===== src/rtl/burst_pkg.sv =====
package burst_pkg;
  localparam int QW_LSB = 3;

  typedef enum logic {
    ST_IDLE = 1'b0,
    ST_XFER = 1'b1
  } bst_state_e;
endpackage


===== src/rtl/burst_seq_ctrl.sv =====
module burst_seq_ctrl
  import burst_pkg::*;
#(
  parameter int BEATS = 4,
  localparam int IDX_W = $clog2(BEATS)
) (
  input  logic             clk_i,
  input  logic             rst_ni,
  input  logic             ads_i,
  input  logic             rdy_i,
  input  logic             cacheable_i,
  output logic             busy_o,
  output logic [IDX_W-1:0] beat_o,
  output logic             last_o,
  output logic             load_o
);

  localparam logic [IDX_W-1:0] LAST_BEAT = IDX_W'(BEATS - 1);

  bst_state_e       state_q;
  logic [IDX_W-1:0] beat_q;
  logic             active;
  logic             final_beat;
  logic             downgrade;
  logic             end_xfer;
  logic             load;

  assign active     = (state_q == ST_XFER);
  assign final_beat = (beat_q == LAST_BEAT);
  // burst agreement only matters on the first acknowledge
  assign downgrade  = (beat_q == '0) && !cacheable_i;
  assign end_xfer   = active && rdy_i && (final_beat || downgrade);
  assign load       = ads_i && (!active || end_xfer);

  always_ff @(posedge clk_i or negedge rst_ni) begin
    if (!rst_ni) begin
      state_q <= ST_IDLE;
      beat_q  <= '0;
    end else if (load) begin
      state_q <= ST_XFER;
      beat_q  <= '0;
    end else if (end_xfer) begin
      state_q <= ST_IDLE;
      beat_q  <= '0;
    end else if (active && rdy_i) begin
      beat_q  <= beat_q + 1'b1;
    end
  end

  assign busy_o = active;
  assign beat_o = beat_q;
  assign last_o = active && final_beat;
  assign load_o = load;

  p_hold_wait_r4: assert property (@(posedge clk_i) disable iff (!rst_ni)
    (busy_o && !rdy_i && !ads_i) |=> ($stable(beat_o) && busy_o));

  p_step_r3: assert property (@(posedge clk_i) disable iff (!rst_ni)
    (busy_o && rdy_i && beat_o != LAST_BEAT && cacheable_i && !ads_i)
      |=> (busy_o && beat_o == $past(beat_o) + 1'b1));

  p_end_r6: assert property (@(posedge clk_i) disable iff (!rst_ni)
    (last_o && rdy_i && !ads_i) |=> (!busy_o && beat_o == '0));

  p_single_r7: assert property (@(posedge clk_i) disable iff (!rst_ni)
    (busy_o && beat_o == '0 && rdy_i && !cacheable_i && !ads_i) |=> !busy_o);

  p_chain_r10: assert property (@(posedge clk_i) disable iff (!rst_ni)
    (last_o && rdy_i && ads_i) |=> (busy_o && beat_o == '0));

  p_idle_rdy_r11: assert property (@(posedge clk_i) disable iff (!rst_ni)
    (!busy_o && !ads_i) |=> (!busy_o && beat_o == '0));

endmodule


===== src/rtl/burst_addr_map.sv =====
module burst_addr_map #(
  parameter int QA_W  = 29,
  parameter int IDX_W = 2
) (
  input  logic             clk_i,
  input  logic             rst_ni,
  input  logic             load_i,
  input  logic [QA_W-1:0]  qaddr_i,
  input  logic [IDX_W-1:0] beat_i,
  output logic [QA_W-1:0]  qaddr_o
);

  logic [QA_W-1:0] base_q;

  always_ff @(posedge clk_i or negedge rst_ni) begin
    if (!rst_ni) base_q <= '0;
    else if (load_i) base_q <= qaddr_i;
  end

  // line-aligned part passes through, in-line index is interleaved
  assign qaddr_o[QA_W-1:IDX_W] = base_q[QA_W-1:IDX_W];

  for (genvar b = 0; b < IDX_W; b++) begin : g_xor
    assign qaddr_o[b] = base_q[b] ^ beat_i[b];
  end

  p_upper_hold_r3: assert property (@(posedge clk_i) disable iff (!rst_ni)
    !load_i |=> $stable(qaddr_o[QA_W-1:IDX_W]));

endmodule


===== src/rtl/burst_addr_gen.sv =====
module burst_addr_gen
  import burst_pkg::*;
#(
  parameter int ADDR_W = 32,
  parameter int BEATS  = 4,
  localparam int QA_W  = ADDR_W - QW_LSB,
  localparam int IDX_W = $clog2(BEATS)
) (
  input  logic             clk_i,
  input  logic             rst_ni,
  input  logic             ads_i,
  input  logic [QA_W-1:0]  qaddr_i,
  input  logic             rdy_i,
  input  logic             cacheable_i,
  output logic [QA_W-1:0]  qaddr_o,
  output logic [IDX_W-1:0] beat_o,
  output logic             last_o,
  output logic             busy_o
);

  logic load;

  burst_seq_ctrl #(.BEATS(BEATS)) u_ctrl (
    .clk_i       (clk_i),
    .rst_ni      (rst_ni),
    .ads_i       (ads_i),
    .rdy_i       (rdy_i),
    .cacheable_i (cacheable_i),
    .busy_o      (busy_o),
    .beat_o      (beat_o),
    .last_o      (last_o),
    .load_o      (load)
  );

  burst_addr_map #(.QA_W(QA_W), .IDX_W(IDX_W)) u_map (
    .clk_i   (clk_i),
    .rst_ni  (rst_ni),
    .load_i  (load),
    .qaddr_i (qaddr_i),
    .beat_i  (beat_o),
    .qaddr_o (qaddr_o)
  );

  p_last_r5: assert property (@(posedge clk_i) disable iff (!rst_ni)
    last_o |-> (busy_o && beat_o == IDX_W'(BEATS - 1)));

  p_start_r2: assert property (@(posedge clk_i) disable iff (!rst_ni)
    (ads_i && !busy_o) |=> (busy_o && beat_o == '0 && qaddr_o == $past(qaddr_i)));

endmodule


===== config.mk =====
export PLATFORM = sky130hd
export DESIGN_NAME = burst_addr_gen
export DESIGN_NICKNAME = d
export VERILOG_FILES = /design/src/rtl/burst_pkg.sv /design/src/rtl/burst_seq_ctrl.sv /design/src/rtl/burst_addr_map.sv /design/src/rtl/burst_addr_gen.sv
export SDC_FILE = /design/constraint.sdc
export NUM_CORES = 1
export LEC_CHECK = 0
export ABC_AREA = 1
export BUFFER_PORTS_ARGS = -buffer_cell sky130_fd_sc_hd__clkbuf_2
export CAP_MARGIN = 25
export CORE_UTILIZATION = 44
export CTS_BUF_LIST = sky130_fd_sc_hd__clkbuf_8
export CTS_CLUSTER_DIAMETER = 120
export DETAILED_ROUTE_END_ITERATION = 10
export MAX_ROUTING_LAYER = met4
export PLACE_DENSITY = 0.77
export SYNTH_ARGS = -nofsm -noshare
export SYNTH_HDL_FRONTEND = slang
export SYNTH_SLANG_ARGS = --single-unit

===== constraint.sdc =====
create_clock -name clk_i -period 1.3 [get_ports clk_i]
set_input_delay 0.26 -clock clk_i [delete_from_list [all_inputs] [get_ports clk_i]]
set_output_delay 0.26 -clock clk_i [all_outputs]
set_load 0.01 [all_outputs]

# == Word level (Yosys, flattened, before mapping) ==
# Index checks and enable logic that the tools add are counted.
# totals
register_bits,32
input_bits,34
out_inout_bits,33
# classes
add_sub_neg,1
eq_ne,1
mux,5
bitwise_logic,2
n_reduce_logical,12
# op_table
operator,count
$mux 2,3
$logic_and 1x1->1,5
$reduce_bool 3->1,1
$add 2x1->2 const B,1
$eq 2x2->1 const B,1
$logic_not 1->1,2
$logic_not 2->1,1
$logic_or 1x1->1,2
$mux 1,2
$reduce_bool 2->1,1
$xor 1x1->1,2

# == Logic depth before layout (Yosys ltp) ==
# Gate-level depths: netlist (run 1).
# depth
ltp_word,7
depth_mapped,10
mapped_depth_nobuf,9

# == By module ==
# Synthesis (run 1) repeated with hierarchy kept, for this count alone.
# unflattened
cells_unflattened,190
hier_area_um2,1541.5
# by_module_without_submodules
mod,n_inst,cells_each,area_per_inst_um2,seq_area_each_um2
burst_addr_map,1,160,1343.8,725.7
burst_seq_ctrl,1,30,197.7,75.1

# == Least setup slack after synthesis (run 1) ==
# No wires, ideal clock.
# synth_path
path_type,reg2reg
startpoint,"register u_ctrl.beat_q[0], in the netlist u_ctrl.beat_o[0]"
endpoint,register u_map.base_q[11]
setup_ps,117
t_arrival_ps,1209
required_ps,1183
slack_ps,-26
stages_incl_launch_ff,10
path_buffers,1
synth_period_minus_slack_ps,1326
path_cell_list,dfrtp_1 -> inv_1 -> ha_1 -> nand2_1 -> nand2_1 -> nand2_1 -> nand2_2 -> buf_4 -> nand3_1 -> nand2_1
# synth_between
elab_chain_len,6
# synth_rtl
element,line_no,text
from (decl),burst_seq_ctrl.sv:21,logic [IDX_W-1:0] beat_q;
from (signal assigned),burst_seq_ctrl.sv:46,beat_q <= beat_q + 1'b1;
$logic_not 2->1,burst_seq_ctrl.sv:31,assign downgrade = (beat_q == '0) && !cacheable_i;
$logic_and 1x1->1,burst_seq_ctrl.sv:31,
$logic_or 1x1->1 (*),burst_seq_ctrl.sv:32,assign end_xfer = active && rdy_i && (final_beat || downgrade);
$logic_and 1x1->1 (*),burst_seq_ctrl.sv:32,
$logic_or 1x1->1 (*),burst_seq_ctrl.sv:33,assign load = ads_i && (!active || end_xfer);
$logic_and 1x1->1 (*),burst_seq_ctrl.sv:33,
to (signal assigned),burst_addr_map.sv:17,else if (load_i) base_q <= qaddr_i;
to (decl),burst_addr_map.sv:13,logic [QA_W-1:0] base_q;
# Every way passes the cells marked *; elsewhere a longest branch is shown, timed or not.
# A chain may end at the register's enable or synchronous reset.

# == Worst setup path in the final report (run 1) ==
# layout_path
startpoint,"register u_ctrl.beat_q[0], in the netlist u_ctrl.beat_o[0]"
endpoint,register u_map.base_q[8]
# The elaborated chain is that of the path after synthesis.

==> results.sh, run 1 <==
export IMPL_start_util_pct=46.8
export IMPL_ys_ff_latch=32
export IMPL_cts_clk_slew_worst_paths_ns=0.07
export IMPL_drc=0
export IMPL_synth_compound_area_share_pct=0.867
export IMPL_synth_cell_types=15
export IMPL_hpwlAfterDp_um=2230
export IMPL_worst_setup_path_type="reg -> reg"
export IMPL_cts_buffer_depth=2
export IMPL_drive_above_1_share_pct=53.4
export IMPL_utilization_pct=62.1
export IMPL_grt_first_pass_wirelength_um=4730
export IMPL_end_kind="flop"
export IMPL_p_leak_nw=1.19
export IMPL_start_kind="flop"
export IMPL_synth_nets=221
export IMPL_yosysSeqAreaShare_pct=50.4
export IMPL_nNetsFinal=273
export IMPL_port_buffers=66
export IMPL_power_density_mw_per_mm2=2310
export IMPL_cts_buffers=5
export IMPL_violations="setup timing"
export IMPL_antenna_cells=0
export IMPL_crit_start="u_ctrl.beat_o[0]$_DFFE_PN0P_"
export IMPL_cts_sinks=32
export IMPL_r2r_start="u_ctrl.beat_o[0]$_DFFE_PN0P_"
export IMPL_synth_xor_area_share_pct=1.10
export IMPL_viasPerCell=4.62
export IMPL_required_ns=1.48
export IMPL_postSynthCellCount=185
export IMPL_worst_pin_slew_ns=0.396
export IMPL_min_from="qaddr_i[28]"
export IMPL_rsz0062_at_grt="yes"
export IMPL_ys_warn_count=0
export IMPL_clock_latency_ns=0.28
export IMPL_synthAdderAreaFrac_pct=1.58
export IMPL_first_pass_iters=4
export IMPL_worst_slack_ns=-0.216
export IMPL_finalNonFillerCells=284
export IMPL_crit_arrival_ns=1.69
export IMPL_drtIter0Drc=62
export IMPL_setup_viol_count_final=35
export IMPL_wire_per_inst_um=12.3
export IMPL_syn_area_mm2=0.00159
export IMPL_max_vdd_ir_drop_mv=0.960
export IMPL_grt_total_usage_pct=18.2
export IMPL_fmax_ghz=0.660
export IMPL_grt_pass1_vias=1078
export IMPL_min_period_ns=1.52
export IMPL_synthMuxAreaShare_pct=0
export IMPL_htreeDepth=2
export IMPL_fin_skew_ns=0.00573
export IMPL_core_mm2=0.00339
export IMPL_relSlewSlack_pct=73.6
export IMPL_status="finished with violations"
export IMPL_area_growth_pct=32.5
export IMPL_wl_um=3500
export IMPL_die_area_mm2=0.00385
export IMPL_cts_root_buf="clkbuf_8"
export IMPL_synth_avg_cell_area_um2=8.58
export IMPL_synth_top_family_by_area="simple AND/OR/NAND/NOR gates"
export IMPL_antenna_left=0
export IMPL_fin_crit_sh_pct=117
export IMPL_cts_tree="built"
export IMPL_max_cap_viol_count=0
export IMPL_hold_viol=0
export IMPL_grt_max_degree=33
export IMPL_synthSimpleGateAreaFrac_pct=27.0
export IMPL_place_inst=269
export IMPL_die_h_um=62.1
export IMPL_drv_slew=0
export IMPL_ios=67
export IMPL_antenna_found_initial=0
export IMPL_cp_cell_sequence="buf_6 -> inv_4 -> ha_4 -> nand2_2 -> nand2_1 -> nand2_1 -> nand2_2 -> nand2_4 -> clkbuf_16 -> nand2_2 -> nand2_1"
export IMPL_grt_overflow=0
export IMPL_gp_congestion=0.777
export IMPL_critPathMaxStageDelay_ns=0.42
export IMPL_fillerInstances=295
export IMPL_die_w_um=62.1
export IMPL_worstPathMaxFanout=7
export IMPL_vias=1312
export IMPL_num_rows=21
export IMPL_hold_class="in -> reg"
export IMPL_crit_slowest_cell="dfrtp_2"
## power by group
part | switching [W] | leakage (nW) | internal, W
clock network | 0.000355 | 0.0486 | 0.000422
logic | 0.00119 | 0.750 | 0.00109
registers | 0.000351 | 0.395 | 0.00146
total | 0.00190 | 1.19 | 0.00297
## cells in the final DEF (no fill, tap or decap)
cell	count
ha_4	1
inv_4	1
buf_6	7
dfrtp_2	1
a21oi_1	1
clkbuf_8	6
nand2_1	36
xor2_1	2
nand2_4	3
dlygate4sd3_1	1
clkbuf_16	2
nand2_2	32
clkinvlp_4	1
ha_2	1
nand3_1	29
buf_2	2
nor2_1	3
inv_2	1
inv_1	7
buf_12	1
dfrtp_1	31
buf_4	5
clkbuf_2	63
o2111ai_1	1
## per-layer routing
metal	global-route usage, %	routed length, um	up-vias
met5	-	0	-
met4	8.57	61	0
met3	4.97	158	7
met2	28.3	1750	42
met1	21.8	1530	609
li1	-	-	654
## cell usage after synthesis
cell type,instances,share of area (%)
inv_1,7,1.7
buf_4,30,14
buf_2,2,0.63
buf_6,3,2.1
clkbuf_1,1,0.24
nor2_1,3,0.71
a21oi_1,1,0.31
nand2_1,69,16
xor2_1,2,1.1
dfrtp_1,32,50
o2111ai_1,1,0.55
ha_1,2,1.6
inv_2,1,0.24
nand3_1,29,9.1
nand2_2,2,0.79
## cell type report
| cell class | instances | area (um2) | share of cell area (%) |
|---|---|---|---|
| clock buffers | 6 | 82.6 | 3.92 |
| clock inverters | 2 | 11.3 | 0.535 |
| inverters | 8 | 32.5 | 1.55 |
| multi-input cells | 109 | 597 | 28.4 |
| flip-flops and latches | 32 | 802 | 38.1 |
| well taps | 46 | 57.6 | 2.73 |
| repair buffers | 81 | 522 | 24.8 |
## cell families after synthesis
group                      count (synthesis)
AOI/OAI and AO/OA                          2
xor gates and xnor gates                   2
adders and majority gates                  2
buffers and inverters                     44
DFF                                       32
and+or+nand+nor                          103
## path summary, 6_finish.rpt
path	to	slack [ns]	depth (start not counted)
max	u_map.base_q[8]$_DFFE_PN0P_	-0.22	11
min in group asynchronous	u_map.base_q[18]$_DFFE_PN0P_	0.53	3
max reg2reg	u_map.base_q[8]$_DFFE_PN0P_	-0.22	11
min reg2reg	u_map.base_q[16]$_DFFE_PN0P_	0.48	2
max in group asynchronous	u_ctrl.beat_o[0]$_DFFE_PN0P_	0.45	3
min	u_map.base_q[28]$_DFFE_PN0P_	0.20	3
## what timing repair did
| action | in CTS | in global routing |
|---|---|---|
| gates resized for setup | 3 | 46 |
| pin swaps | 0 | 6 |
| cloned | 0 | 3 |
| endpoints found under the hold margin | 14 | 0 |
| buffers inserted | 2 | 1 |
| endpoints found under the setup margin | 33 | 35 |
| hold buffers | 1 | 0 |
## critical path, delay by kind of cell (launching register included)
family | cells | cell delay [ns]
fa+ha+maj | 1 | 0.13
flops | 1 | 0.42
buf+inv | 3 | 0.37
simple gates | 7 | 0.48
## flip-flops by register name, indices dropped and copies added (netlist names)
register,count
u_map.base_q,29
u_ctrl.busy_o,1
u_ctrl.beat_o,2
## stage by stage
| stage | worst slack (ns) | hold slack, ns | area [um2] | TNS (ns) | power (W) |
|---|---|---|---|---|---|
| after floorplan | 0.0104 | -0.0356 | 1590 | 0 | 0.00330 |
| after CTS | -0.178 | 0.195 | 1910 | -4.87 | 0.00441 |
| after detailed placement | -0.0522 | 0.301 | 1780 | -0.930 | 0.00356 |
| final | -0.216 | 0.197 | 2100 | -6.13 | 0.00487 |
| after global routing | -0.268 | 0.204 | 2100 | -8.05 | 0.00525 |
| after global placement | 0.0153 | 0.299 | 1780 | 0 | 0.00349 |
Power figures use the tool's default switching activity.
==> inputs of run 2 (changes only) <==
CORE_ASPECT_RATIO = 2   (was not set)
==> run 2 against run 1 <==
The flow still finishes with violations (setup timing). Non-clock buffer count rose by 1. Wire length fell by 7.9%. First-iteration DRC count fell by 69%.
==> results.sh, run 2 (same netlist as run 1, synthesis figures left out) <==
export IMPL_status="finished with violations"
export IMPL_violations="setup timing"
export IMPL_cts_root_buf="clkbuf_8"
export IMPL_antenna_left=0
export IMPL_switching_power_w=0.00173
export IMPL_p_seq_share_pct=37.3
export IMPL_required_ns=1.47
export IMPL_worst_pin_slew_ns=0.423
export IMPL_gp_congestion=0.747
export IMPL_antenna_found_initial=0
export IMPL_die_w_um=44.5
export IMPL_viasPerCell=4.53
export IMPL_drv_slew=0
export IMPL_wl_um=3230
export IMPL_min_period_ns=1.44
export IMPL_cp_cell_sequence="inv_2 -> ha_2 -> nand2_1 -> nand2_1 -> nand2_2 -> nand2_4 -> nand2_4 -> buf_12 -> nand2_1 -> nand2_1"
export IMPL_cts_buffer_depth=2
export IMPL_grt_max_degree=23
export IMPL_crit_slowest_cell="dfrtp_2"
export IMPL_antenna_cells=0
export IMPL_area_growth_pct=27.2
export IMPL_max_cap_viol_count=0
export IMPL_fin_crit_sh_pct=111
export IMPL_drive_above_1_share_pct=41.8
export IMPL_wire_per_inst_um=11.2
export IMPL_cts_buffers=5
export IMPL_multi_input_comb_area_um2=522
export IMPL_worst_slack_ns=-0.140
export IMPL_clkPwrFrac_pct=19.5
export IMPL_switching_share_pct=37.0
export IMPL_hpwlAfterDp_um=2380
export IMPL_cts_sinks=32
export IMPL_fin_skew_ns=0.00277
export IMPL_grt_overflow=0
export IMPL_setup_viol_count_final=34
export IMPL_worst_setup_path_type="reg -> reg"
export IMPL_start_kind="flop"
export IMPL_core_mm2=0.00342
export IMPL_top_register="u_map.base_q"
export IMPL_grt_total_usage_pct=19.4
export IMPL_die_area_mm2=0.00387
export IMPL_end_kind="flop"
export IMPL_rsz0062_at_grt="yes"
export IMPL_start_util_pct=46.5
export IMPL_layout_common_cells="nand2_1, clkbuf_2, dfrtp_1"
export IMPL_hold_class="in -> reg"
export IMPL_drc=0
export IMPL_fillerInstances=329
export IMPL_cts_clk_slew_worst_paths_ns=0.07
export IMPL_cts_tree="built"
export IMPL_clock_latency_ns=0.27
export IMPL_critPathMaxStageDelay_ns=0.43
export IMPL_power_density_mw_per_mm2=2310
export IMPL_grt_pass1_vias=1305
export IMPL_finalNonFillerCells=287
export IMPL_vias=1299
export IMPL_seq_area_um2=802
export IMPL_hold_viol=0
export IMPL_route_met3_wl_um=144
export IMPL_largest_reg_flops=29
export IMPL_dr_max_layer_used="met4"
export IMPL_dp_slack_ns=-0.0793
export IMPL_nNetsFinal=274
export IMPL_max_vdd_ir_drop_mv=1.33
export IMPL_p_comb_share_pct=43.2
export IMPL_grt_first_pass_wirelength_um=5380
export IMPL_num_rows=30
export IMPL_dr_wl_met2_um=1820
export IMPL_drtIter0Drc=19
export IMPL_r2r_setup_slack_ns=-0.14
export IMPL_first_pass_iters=4
export IMPL_fmax_ghz=0.695
export IMPL_ios=67
export IMPL_wl_met1_um=1210
export IMPL_die_h_um=87.0
export IMPL_p_leak_nw=1.19
export IMPL_htreeDepth=2
export IMPL_place_inst=274
export IMPL_total_power_w=0.00467
export IMPL_worst_path_most_repeated_cell="nand2_1"
export IMPL_crit_arrival_ns=1.61
export IMPL_fin_tns_setup_ns=-4.02
export IMPL_worstPathMaxFanout=16
export IMPL_internal_power_w=0.00295
export IMPL_port_buffers=66
export IMPL_relSlewSlack_pct=71.8
[run 2: area by class of cell]
class | instances | area share [%]
flip-flops and latches | 32 | 39.7
multi-input cells | 109 | 25.8
repair buffers | 82 | 24.7
clock buffers | 5 | 3.41
well taps | 48 | 2.97
clock inverters | 3 | 1.92
inverters | 8 | 1.49
[run 2: per-layer routing]
layer | vias to the layer above | global-route usage, %
met5 | - | -
met4 | 0 | 9.09
met3 | 4 | 4.56
met2 | 35 | 35.3
met1 | 609 | 18.2
li1 | 651 | -
[run 2: final timing paths]
path / from / to / cells past startpoint
worst max-delay path: u_ctrl.beat_o[0]$_DFFE_PN0P_ / u_map.base_q[7]$_DFFE_PN0P_ / 10
worst min-delay path: qaddr_i[27] / u_map.base_q[27]$_DFFE_PN0P_ / 3
worst max register to register: u_ctrl.beat_o[0]$_DFFE_PN0P_ / u_map.base_q[7]$_DFFE_PN0P_ / 10
worst min register to register: u_map.base_q[14]$_DFFE_PN0P_ / u_map.base_q[14]$_DFFE_PN0P_ / 2
max in group asynchronous: rst_ni / u_ctrl.beat_o[0]$_DFFE_PN0P_ / 3
min in group asynchronous: rst_ni / u_map.base_q[28]$_DFFE_PN0P_ / 2
[run 2: repair_timing]
action / in CTS / in global routing
endpoints found under the hold margin: 15 / 0
resized for setup: 6 / 8
setup buffers: 2 / 2
hold buffers: 1 / 0
setup endpoints to repair: 33 / 34
pin swaps: 2 / 1
[run 2: stage by stage]
stage                     util, %  hold slack, ns  area [um2]
after detailed placement     53.5           0.218        1830
after CTS                    58.2           0.199        1990
after floorplan                 -         -0.0356        1590
after global routing         59.1           0.217        2020
after global placement       53.5           0.211        1830
final                        59.1           0.205        2020
[run 2: power groups by stage]
stage	combinational, W	sequential (W)	clock (W)
after global placement	0.00184	0.00173	0
after floorplan	0.00159	0.00170	0
final	0.00202	0.00174	0.000910
after CTS	0.00195	0.00174	0.000930
after global routing	0.00228	0.00179	0.000967
after detailed placement	0.00188	0.00174	0
[run 2: critical path: cells and delay by family (launching register included)]
family	cells	cell delay (ns)
fa+ha+maj	1	0.18
buf+inv	2	0.23
flops	1	0.43
simple gates	7	0.48
==> inputs of run 3 (changes only) <==
HOLD_SLACK_MARGIN = 0.15   (was not set)
SETUP_SLACK_MARGIN = 0.02   (was not set)
SLEW_MARGIN = 15   (was not set)
==> run 3 against run 2 <==
The flow still finishes with violations (setup timing). Final area increased by 6.6%. Clock skew increased by 0.0045 ns. Sequential share of layout area decreased by 2.4 points. Wire length increased by 8.8%. Largest power group unchanged.
==> results.sh, run 3 (same netlist as run 1, synthesis figures left out) <==
export IMPL_antenna_found_initial=0
export IMPL_max_vdd_ir_drop_mv=1.42
export IMPL_hpwlAfterDp_um=2370
export IMPL_drtIter0Drc=27
export IMPL_r2r_start="u_ctrl.beat_o[0]$_DFFE_PN0P_"
export IMPL_fin_tns_setup_ns=-5.46
export IMPL_hold_viol=0
export IMPL_required_ns=1.46
export IMPL_largest_reg_flops=29
export IMPL_power_density_mw_per_mm2=2330
export IMPL_area_growth_pct=35.6
export IMPL_drv_slew=0
export IMPL_drc=0
export IMPL_switching_share_pct=37.7
export IMPL_min_period_ns=1.49
export IMPL_grt_first_pass_wirelength_um=5200
export IMPL_vias=1312
export IMPL_nNetsFinal=278
export IMPL_final_common_cell="clkbuf_2"
export IMPL_p_leak_nw=1.22
export IMPL_internal_power_w=0.00313
export IMPL_clkPwrFrac_pct=18.7
export IMPL_grt_overflow=0
export IMPL_cts_root_buf="clkbuf_8"
export IMPL_status="finished with violations"
export IMPL_htreeDepth=2
export IMPL_end_kind="flop"
export IMPL_num_rows=30
export IMPL_drive_above_1_share_pct=52.7
export IMPL_grt_pass1_vias=1198
export IMPL_max_cap_viol_count=0
export IMPL_start_kind="flop"
export IMPL_cts_buffer_depth=2
export IMPL_switching_power_w=0.00189
export IMPL_crit_start="u_ctrl.beat_o[0]$_DFFE_PN0P_"
export IMPL_crit_arrival_ns=1.65
export IMPL_r2r_setup_slack_ns=-0.19
export IMPL_die_area_mm2=0.00387
export IMPL_cts_clk_slew_worst_paths_ns=0.07
export IMPL_worst_setup_path_type="reg -> reg"
export IMPL_violations="setup timing"
export IMPL_worst_pin_slew_ns=0.403
export IMPL_grt_total_usage_pct=18.9
export IMPL_viasPerCell=4.51
export IMPL_r2r_end="u_map.base_q[24]$_DFFE_PN0P_"
export IMPL_die_h_um=87.0
export IMPL_layout_common_cells="clkbuf_2, nand2_1, dfrtp_1"
export IMPL_place_inst=275
export IMPL_rr_worst_depth=11
export IMPL_cts_tree="built"
export IMPL_cp_endpoint="u_map.base_q[24]$_DFFE_PN0P_"
export IMPL_finalNonFillerCells=291
export IMPL_whs_path_depth=3
export IMPL_place_area_mm2=0.00182
export IMPL_wire_per_inst_um=12.1
export IMPL_p_seq_share_pct=35.7
export IMPL_setup_viol_count_final=34
export IMPL_utilization_pct=63.0
export IMPL_final_area_mm2=0.00215
export IMPL_fin_skew_ns=0.00730
export IMPL_cts_buffers=5
export IMPL_antenna_left=0
export IMPL_ios=67
export IMPL_fin_crit_sh_pct=115
export IMPL_antenna_cells=0
export IMPL_fillerInstances=317
export IMPL_rsz0062_at_grt="yes"
export IMPL_wl_um=3510
export IMPL_worst_hold_slack_ns=0.204
export IMPL_port_buffers=66
export IMPL_die_w_um=44.5
export IMPL_worstPathMaxFanout=6
export IMPL_grt_max_degree=33
export IMPL_core_mm2=0.00342
export IMPL_top_register="u_map.base_q"
export IMPL_clock_latency_ns=0.28
export IMPL_p_comb_share_pct=45.6
export IMPL_first_pass_iters=4
export IMPL_fmax_ghz=0.672
export IMPL_gp_congestion=0.787
export IMPL_min_from="qaddr_i[22]"
export IMPL_worst_slack_ns=-0.189
export IMPL_hold_class="in -> reg"
export IMPL_cts_sinks=32
export IMPL_relSlewSlack_pct=73.1
export IMPL_start_util_pct=46.5
## run 3: metrics by stage
stage / setup WS (ns) / power [W]
after floorplan: 0.0288 / 0.00333
after global placement: -0.0201 / 0.00358
after detailed placement: -0.0432 / 0.00363
after CTS: -0.185 / 0.00466
after global routing: -0.257 / 0.00540
final: -0.189 / 0.00502
## run 3: worst min path at each step
stage | to | slack, ns
after CTS | u_map.base_q[23]$_DFFE_PN0P_ | 0.20
after detailed placement | u_map.base_q[9]$_DFFE_PN0P_ | 0.31
after global placement | u_map.base_q[9]$_DFFE_PN0P_ | 0.30
final | u_map.base_q[22]$_DFFE_PN0P_ | 0.20
after floorplan | u_ctrl.beat_o[0]$_DFFE_PN0P_ | -0.04
after global routing | u_map.base_q[8]$_DFFE_PN0P_ | 0.20
## run 3: layout make-up
class / count / area [um2] / area share (%)
clock buffer: 5 / 68.8 / 3.20
multi-input combinational: 109 / 593 / 27.5
timing repair buffer: 86 / 553 / 25.7
clock inverter: 3 / 42.5 / 1.98
inverter: 8 / 32.5 / 1.51
sequential: 32 / 803 / 37.3
tap: 48 / 60.1 / 2.79
## run 3: worst max-delay path, stage by stage (launching register included)
cell and delay, ns:
dfrtp_2 0.43, buf_6 0.13, inv_4 0.05, ha_4 0.12, nand2_1 0.04, nand2_1 0.07
nand2_2 0.07, nand2_4 0.12, nand2_8 0.09, clkbuf_16 0.17, nand2_1 0.05, nand2_1 0.05
## run 3: power by group through the flow
stage                     logic, W  clock network, W  registers (W)
after global placement     0.00185                 0        0.00173
final                      0.00229          0.000940        0.00179
after CTS                  0.00197          0.000961        0.00173
after floorplan            0.00162                 0        0.00171
after global routing       0.00255           0.00100        0.00185
after detailed placement   0.00189                 0        0.00174
## run 3: timing repair
item,in CTS,in global routing
buffers inserted,2,2
gates resized for setup,5,35
endpoints found under the hold margin,32,0
endpoints found under the setup margin,33,33
gates cloned,0,3
hold buffers,1,0
pin swaps,1,5
## run 3: routing by layer
layer | GRT usage [%] | part of all wire (%) | up-vias
met4 | 9.64 | 1.1 | 0
met1 | 20.4 | 37 | 612
met3 | 3.94 | 2.8 | 2
li1 | - | - | 661
met2 | 31.7 | 59 | 37
met5 | - | 0 | -
